## src/rtl/fpg_pkg.sv

```systemverilog
package fpg_pkg;

  localparam logic [7:0] COMMA_SYM = 8'hBC;
  localparam logic [7:0] SYNC_HI   = 8'hA5;
  localparam logic [7:0] SYNC_LO   = 8'h3C;
  localparam int         HDR_BYTES = 5;
  localparam int         DST_SLOT  = 2;
  localparam int         SRC_SLOT  = 3;
  localparam int         LEN_SLOT  = 4;

  typedef enum logic [1:0] {
    ST_IDLE = 2'd0,
    ST_HDR  = 2'd1,
    ST_PAY  = 2'd2,
    ST_GAP  = 2'd3
  } fpg_state_e;

  // effective guard length: requested value, raised to the floor
  function automatic int unsigned clamp_guard(input int unsigned req,
                                              input int unsigned floor_v);
    return (req < floor_v) ? floor_v : req;
  endfunction

  function automatic int unsigned max_w(input int unsigned a, input int unsigned b);
    return (a > b) ? a : b;
  endfunction

endpackage

```

## src/rtl/fpg_lfsr.sv

```systemverilog
module fpg_lfsr #(
  parameter int             W     = 16,
  parameter logic [W-1:0]   TAPS  = 16'hB400,
  parameter logic [W-1:0]   SEED  = 16'h1D2B,
  parameter int             OUT_W = 4
) (
  input  logic             clk,
  input  logic             rst_n,
  output logic [OUT_W-1:0] rnd_o
);

  logic [W-1:0] state_q;

  // Galois step, shift right, feedback on the bit leaving at position 0
  function automatic logic [W-1:0] step(input logic [W-1:0] s);
    return {1'b0, s[W-1:1]} ^ (s[0] ? TAPS : '0);
  endfunction

  always_ff @(posedge clk) begin
    if (!rst_n) state_q <= SEED;
    else        state_q <= step(state_q);
  end

  assign rnd_o = state_q[OUT_W-1:0];

endmodule

```

## src/rtl/fpg_dest_pick.sv

```systemverilog
module fpg_dest_pick #(
  parameter int ADDR_W = 2
) (
  input  logic [2*ADDR_W-1:0] rnd_i,
  input  logic [ADDR_W-1:0]   src_i,
  output logic [ADDR_W-1:0]   dest_o
);

  logic [ADDR_W-1:0] cand;
  logic [ADDR_W-1:0] alt;
  logic [ADDR_W-1:0] alt_nz;

  assign cand   = rnd_i[ADDR_W-1:0];
  assign alt    = rnd_i[2*ADDR_W-1:ADDR_W];
  assign alt_nz = (alt == '0) ? ADDR_W'(1) : alt;

  // a nonzero xor always moves a self-addressed draw off the source
  assign dest_o = (cand == src_i) ? (cand ^ alt_nz) : cand;

endmodule

```

## src/rtl/fpg_seq.sv

```systemverilog
module fpg_seq
  import fpg_pkg::*;
#(
  parameter int LEN_W   = 8,
  parameter int GUARD_W = 8,
  parameter int CNT_W   = 8
) (
  input  logic               clk,
  input  logic               rst_n,
  input  logic               start_i,
  input  logic               stop_i,
  input  logic [LEN_W-1:0]   pay_len_i,
  input  logic [GUARD_W-1:0] guard_i,
  output fpg_state_e         state_o,
  output logic [CNT_W-1:0]   idx_o,
  output logic               busy_o,
  output logic               launch_o,
  output logic               pkt_begin_o,
  output logic               gap_last_o
);

  fpg_state_e       state_q, state_d;
  logic [CNT_W-1:0] idx_q, idx_d;
  logic             stop_q, stop_d;
  logic             hdr_last, pay_last, gap_last, stop_now;

  assign hdr_last = (state_q == ST_HDR) && (idx_q == CNT_W'(HDR_BYTES - 1));
  assign pay_last = (state_q == ST_PAY) && (idx_q == CNT_W'(pay_len_i - 1'b1));
  assign gap_last = (state_q == ST_GAP) && (idx_q == CNT_W'(guard_i - 1'b1));
  assign stop_now = stop_q | stop_i;

  always_comb begin
    state_d = state_q;
    idx_d   = idx_q + 1'b1;
    case (state_q)
      ST_IDLE: begin
        idx_d = '0;
        if (start_i) state_d = ST_HDR;
      end
      ST_HDR: begin
        if (hdr_last) begin
          idx_d   = '0;
          state_d = (pay_len_i == '0) ? ST_GAP : ST_PAY;
        end
      end
      ST_PAY: begin
        if (pay_last) begin
          idx_d   = '0;
          state_d = ST_GAP;
        end
      end
      ST_GAP: begin
        if (gap_last) begin
          idx_d   = '0;
          state_d = stop_now ? ST_IDLE : ST_HDR;
        end
      end
      default: begin
        idx_d   = '0;
        state_d = ST_IDLE;
      end
    endcase
  end

  // stop is remembered only while a stream runs, and cleared as it ends
  always_comb begin
    if (state_q == ST_IDLE || gap_last) stop_d = 1'b0;
    else                                stop_d = stop_now;
  end

  always_ff @(posedge clk) begin
    if (!rst_n) begin
      state_q <= ST_IDLE;
      idx_q   <= '0;
      stop_q  <= 1'b0;
    end else begin
      state_q <= state_d;
      idx_q   <= idx_d;
      stop_q  <= stop_d;
    end
  end

  assign state_o     = state_q;
  assign idx_o       = idx_q;
  assign busy_o      = (state_q != ST_IDLE);
  assign launch_o    = (state_q == ST_IDLE) && start_i;
  assign pkt_begin_o = launch_o || (gap_last && !stop_now);
  assign gap_last_o  = gap_last;

endmodule

```

## src/rtl/fpg_byte_mux.sv

```systemverilog
module fpg_byte_mux
  import fpg_pkg::*;
#(
  parameter int CNT_W = 8
) (
  input  fpg_state_e       state_i,
  input  logic [CNT_W-1:0] idx_i,
  input  logic [7:0]       dest_i,
  input  logic [7:0]       src_i,
  input  logic [7:0]       len_i,
  output logic [7:0]       data_o,
  output logic             k_o,
  output logic             sop_o
);

  always_comb begin
    data_o = COMMA_SYM;
    k_o    = 1'b1;
    sop_o  = 1'b0;
    case (state_i)
      ST_HDR: begin
        k_o = 1'b0;
        case (idx_i[2:0])
          3'd0:              begin data_o = SYNC_HI; sop_o = 1'b1; end
          3'd1:              data_o = SYNC_LO;
          3'(DST_SLOT):      data_o = dest_i;
          3'(SRC_SLOT):      data_o = src_i;
          3'(LEN_SLOT):      data_o = len_i;
          default:           data_o = COMMA_SYM;
        endcase
      end
      ST_PAY: begin
        k_o    = 1'b0;
        data_o = idx_i[7:0];
      end
      default: begin
        data_o = COMMA_SYM;
        k_o    = 1'b1;
      end
    endcase
  end

endmodule

```

## src/rtl/fpg_framer.sv

```systemverilog
module fpg_framer
  import fpg_pkg::*;
#(
  parameter int            ADDR_W    = 2,
  parameter int            LEN_W     = 8,
  parameter int            GUARD_W   = 8,
  parameter int            MIN_GUARD = 17,
  parameter logic [15:0]   SEED      = 16'h1D2B
) (
  input  logic               clk,
  input  logic               rst_n,
  input  logic               start_i,
  input  logic               stop_i,
  input  logic [ADDR_W-1:0]  src_addr_i,
  input  logic [LEN_W-1:0]   pay_len_i,
  input  logic [GUARD_W-1:0] guard_len_i,
  output logic [7:0]         tx_data_o,
  output logic               tx_k_o,
  output logic               tx_sop_o,
  output logic               busy_o
);

  localparam int CNT_W = max_w(max_w(LEN_W, GUARD_W), 8);
  localparam int RND_W = 2 * ADDR_W;

  fpg_state_e         st;
  logic [CNT_W-1:0]   idx;
  logic               launch, pkt_begin, ev_gap_last;
  logic               ev_dest_slot;
  logic [ADDR_W-1:0]  src_q, dest_q, dest_pick;
  logic [LEN_W-1:0]   pay_q;
  logic [GUARD_W-1:0] guard_q;
  logic [RND_W-1:0]   rnd;

  fpg_lfsr #(.W(16), .TAPS(16'hB400), .SEED(SEED), .OUT_W(RND_W)) u_lfsr (
    .clk   (clk),
    .rst_n (rst_n),
    .rnd_o (rnd)
  );

  // the destination is drawn against the source that is live for the next packet
  logic [ADDR_W-1:0] src_next;
  assign src_next = launch ? src_addr_i : src_q;

  fpg_dest_pick #(.ADDR_W(ADDR_W)) u_pick (
    .rnd_i  (rnd),
    .src_i  (src_next),
    .dest_o (dest_pick)
  );

  fpg_seq #(.LEN_W(LEN_W), .GUARD_W(GUARD_W), .CNT_W(CNT_W)) u_seq (
    .clk         (clk),
    .rst_n       (rst_n),
    .start_i     (start_i),
    .stop_i      (stop_i),
    .pay_len_i   (pay_q),
    .guard_i     (guard_q),
    .state_o     (st),
    .idx_o       (idx),
    .busy_o      (busy_o),
    .launch_o    (launch),
    .pkt_begin_o (pkt_begin),
    .gap_last_o  (ev_gap_last)
  );

  always_ff @(posedge clk) begin
    if (!rst_n) begin
      src_q   <= '0;
      pay_q   <= '0;
      guard_q <= GUARD_W'(MIN_GUARD);
      dest_q  <= '0;
    end else begin
      if (launch) begin
        src_q   <= src_addr_i;
        pay_q   <= pay_len_i;
        guard_q <= GUARD_W'(clamp_guard(int'(guard_len_i), MIN_GUARD));
      end
      if (pkt_begin) dest_q <= dest_pick;
    end
  end

  assign ev_dest_slot = (st == ST_HDR) && (idx == CNT_W'(DST_SLOT));

  fpg_byte_mux #(.CNT_W(CNT_W)) u_mux (
    .state_i (st),
    .idx_i   (idx),
    .dest_i  (8'(dest_q)),
    .src_i   (8'(src_q)),
    .len_i   (8'(pay_q)),
    .data_o  (tx_data_o),
    .k_o     (tx_k_o),
    .sop_o   (tx_sop_o)
  );

endmodule

```

## config.mk

```make
export PLATFORM = sky130hd
export DESIGN_NAME = fpg_framer
export DESIGN_NICKNAME = d
export VERILOG_FILES = /design/src/rtl/fpg_pkg.sv /design/src/rtl/fpg_lfsr.sv /design/src/rtl/fpg_dest_pick.sv /design/src/rtl/fpg_seq.sv /design/src/rtl/fpg_byte_mux.sv /design/src/rtl/fpg_framer.sv
export SDC_FILE = /design/constraint.sdc
export NUM_CORES = 1
export LEC_CHECK = 0
export CAP_MARGIN = 10
export CORE_UTILIZATION = 34
export DETAILED_ROUTE_END_ITERATION = 16
export SYNTH_ARGS = -nofsm -noshare
export SYNTH_HDL_FRONTEND = slang
export SYNTH_HIERARCHICAL = 1
export SYNTH_SLANG_ARGS = --single-unit
```

## constraint.sdc

```tcl
create_clock -name clk -period 4.25 [get_ports clk]
set_clock_uncertainty 0.2 [all_clocks]
set_input_delay 0.85 -clock clk [delete_from_list [all_inputs] [get_ports clk]]
set_output_delay 0.85 -clock clk [all_outputs]
set_load 0.01 [all_outputs]
```

==> metrics <==
clock tree sinks=47; Startpoint Class=flop; Final Critical Period=3.48 ns; RSZ-0062 raised after global routing=no; final wirelength=6.25 mm; footprint of the multi-input gates=1820 um^2; # setup viols final=0; Max clock buf depth=2; dpl ws=1.12 ns; crit-path cells=inv_1, ha_1, nor2b_1, a222oi_1, a22oi_1, clkdlybuf4s50_1; FMAX=287 MHz; Die Width=94.7 um; Max FO, Critical Path=8; Synth Warn #=6; share of layout cells above drive strength 1=0.0873; CORE AREA=8260 um^2; Mapped Cells=319; most common cell after layout, fill and taps aside=dfxtp_1; TritonCTS clock tree=built; HPWL after DPL=4.58 mm; FP Rows=33; first-pass GRT wire length=10.6 mm; Final Hold Fails=0; delay of the slowest cell on the worst path=0.57 ns; CP max stage cell=clkdlybuf4s50_1; vias in the first global route=2190; routed wire length per instance=13.6 um; Final TNS setup=0 ns; crit path DAT=2.43 ns; DIE HEIGHT=94.7 um; Via Count=2302; Initial DRT Pass Iterations=4; largest net degree at the start of global routing=30; grt ovf=0; Hold Slack=0.219 ns; Worst Tran Pin Value=0.838 ns; IO Pins=33; worst path required time=3.20 ns; Avg Synthesized Cell Area=9.17 um^2; Area Growth Syn to Fin=16.3%; fill count=837; synthesized area=2920 um^2; Tcrit/Tclk final=0.819; # hold bufs at CTS=0; initial antenna violation count=0; Rel. slew slack=0.440; Max IR drop VDD=0.206 mV; sequential cell area=941 um^2; Routed Antenna Nets=0; power density over the cells=486 nW/um^2; CTS buffer count=5; critical path endpoint category=primary output; RD Place Congestion=0.851; DRT iter0 DRCs=133; diode count=0; Pleak=0.00130 uW; GR Util All Layers=0.150; most frequent cells in the layout=47 x dfxtp_1, 32 x clkdlybuf4s50_1, 20 x mux2i_1, 19 x nor2_1, 19 x inv_1; CTS H-tree depth=2; outcome=finished, final reports clean; total of max-cap violations=0; clock-pin transition on the worst setup and hold timing paths=0.10 ns; post-CTS setup buffer count=0; number of gates resized after cts=0; Total Nets Final=386; DR DRC count=0; Starting Density=0.354; Die Area=8970 um^2; Power Total=1650 uW; PortBufs=32; WS Path Type=reg2out; Root Buffer=clkbuf_8; Slew Limit Fails=0; Hold Crit Class=reg2reg; drt via density=5.00; PnR worst setup slack=0.769 ns; Worst-Skew Late Latency=0.31 ns
==> area by class of cell <==
cell class | instances | share of cell area
multi-input combinational | 247 | 0.536
sequential | 47 | 0.277
timing repair buffer | 34 | 0.0986
tap | 105 | 0.0386
inverter | 19 | 0.0210
clock buffer | 5 | 0.0202
clock inverter | 3 | 0.00846
==> final timing paths <==
path / cells past startpoint / endpoint / startpoint / slack (ns)
setup / recovery: 6 / tx_data_o[0] / u_seq/state_o[0] / 0.77
hold / removal: 1 / u_lfsr/state_q[3] / u_lfsr/state_q[4] / 0.22
setup reg to reg: 6 / u_seq/idx_o[5] / u_seq/idx_o[2] / 1.24
hold reg to reg: 1 / u_lfsr/state_q[3] / u_lfsr/state_q[4] / 0.22
==> registers in the layout, summed over array words and instances (netlist names) <==
name,flops
src_q,2
u_seq/stop_q,1
u_seq/idx_o,8
u_seq/state_o,2
pay_q,8
guard_q,8
dest_q,2
u_lfsr/state_q,16
==> stage by stage <==
stage	util	instance area, um^2	cells
after floorplan	-	2970	330
after global placement	0.400	3300	452
after detailed placement	0.400	3300	452
after CTS	0.412	3400	460
after global routing	0.412	3400	460
final	0.412	3400	460
==> power by group <==
part           switching, uW  leakage, uW  internal, uW
Combinational            369     0.000858           392
Clock                    172    0.0000511           124
Sequential              93.3     0.000387           502
==> worst max-delay path, delay by kind of cell, from the launching register on <==
kind                     cells  cell delay [ns]
AO/OA/AOI/OAI                2             0.38
buffers and inverters        2             0.64
adder cells (fa/ha/maj)      1             0.40
flip-flops                   1             0.45
AND/OR/NAND/NOR              1             0.26
==> routing by layer <==
| metal | GRT usage | share of wire |
|---|---|---|
| met2 | 0.246 | 0.48 |
| met3 | 0.0266 | 0.025 |
| met4 | 0.0379 | 0.010 |
| met5 | 0 | 0 |
| met1 | 0.201 | 0.48 |
Power figures use the tool's default switching activity.
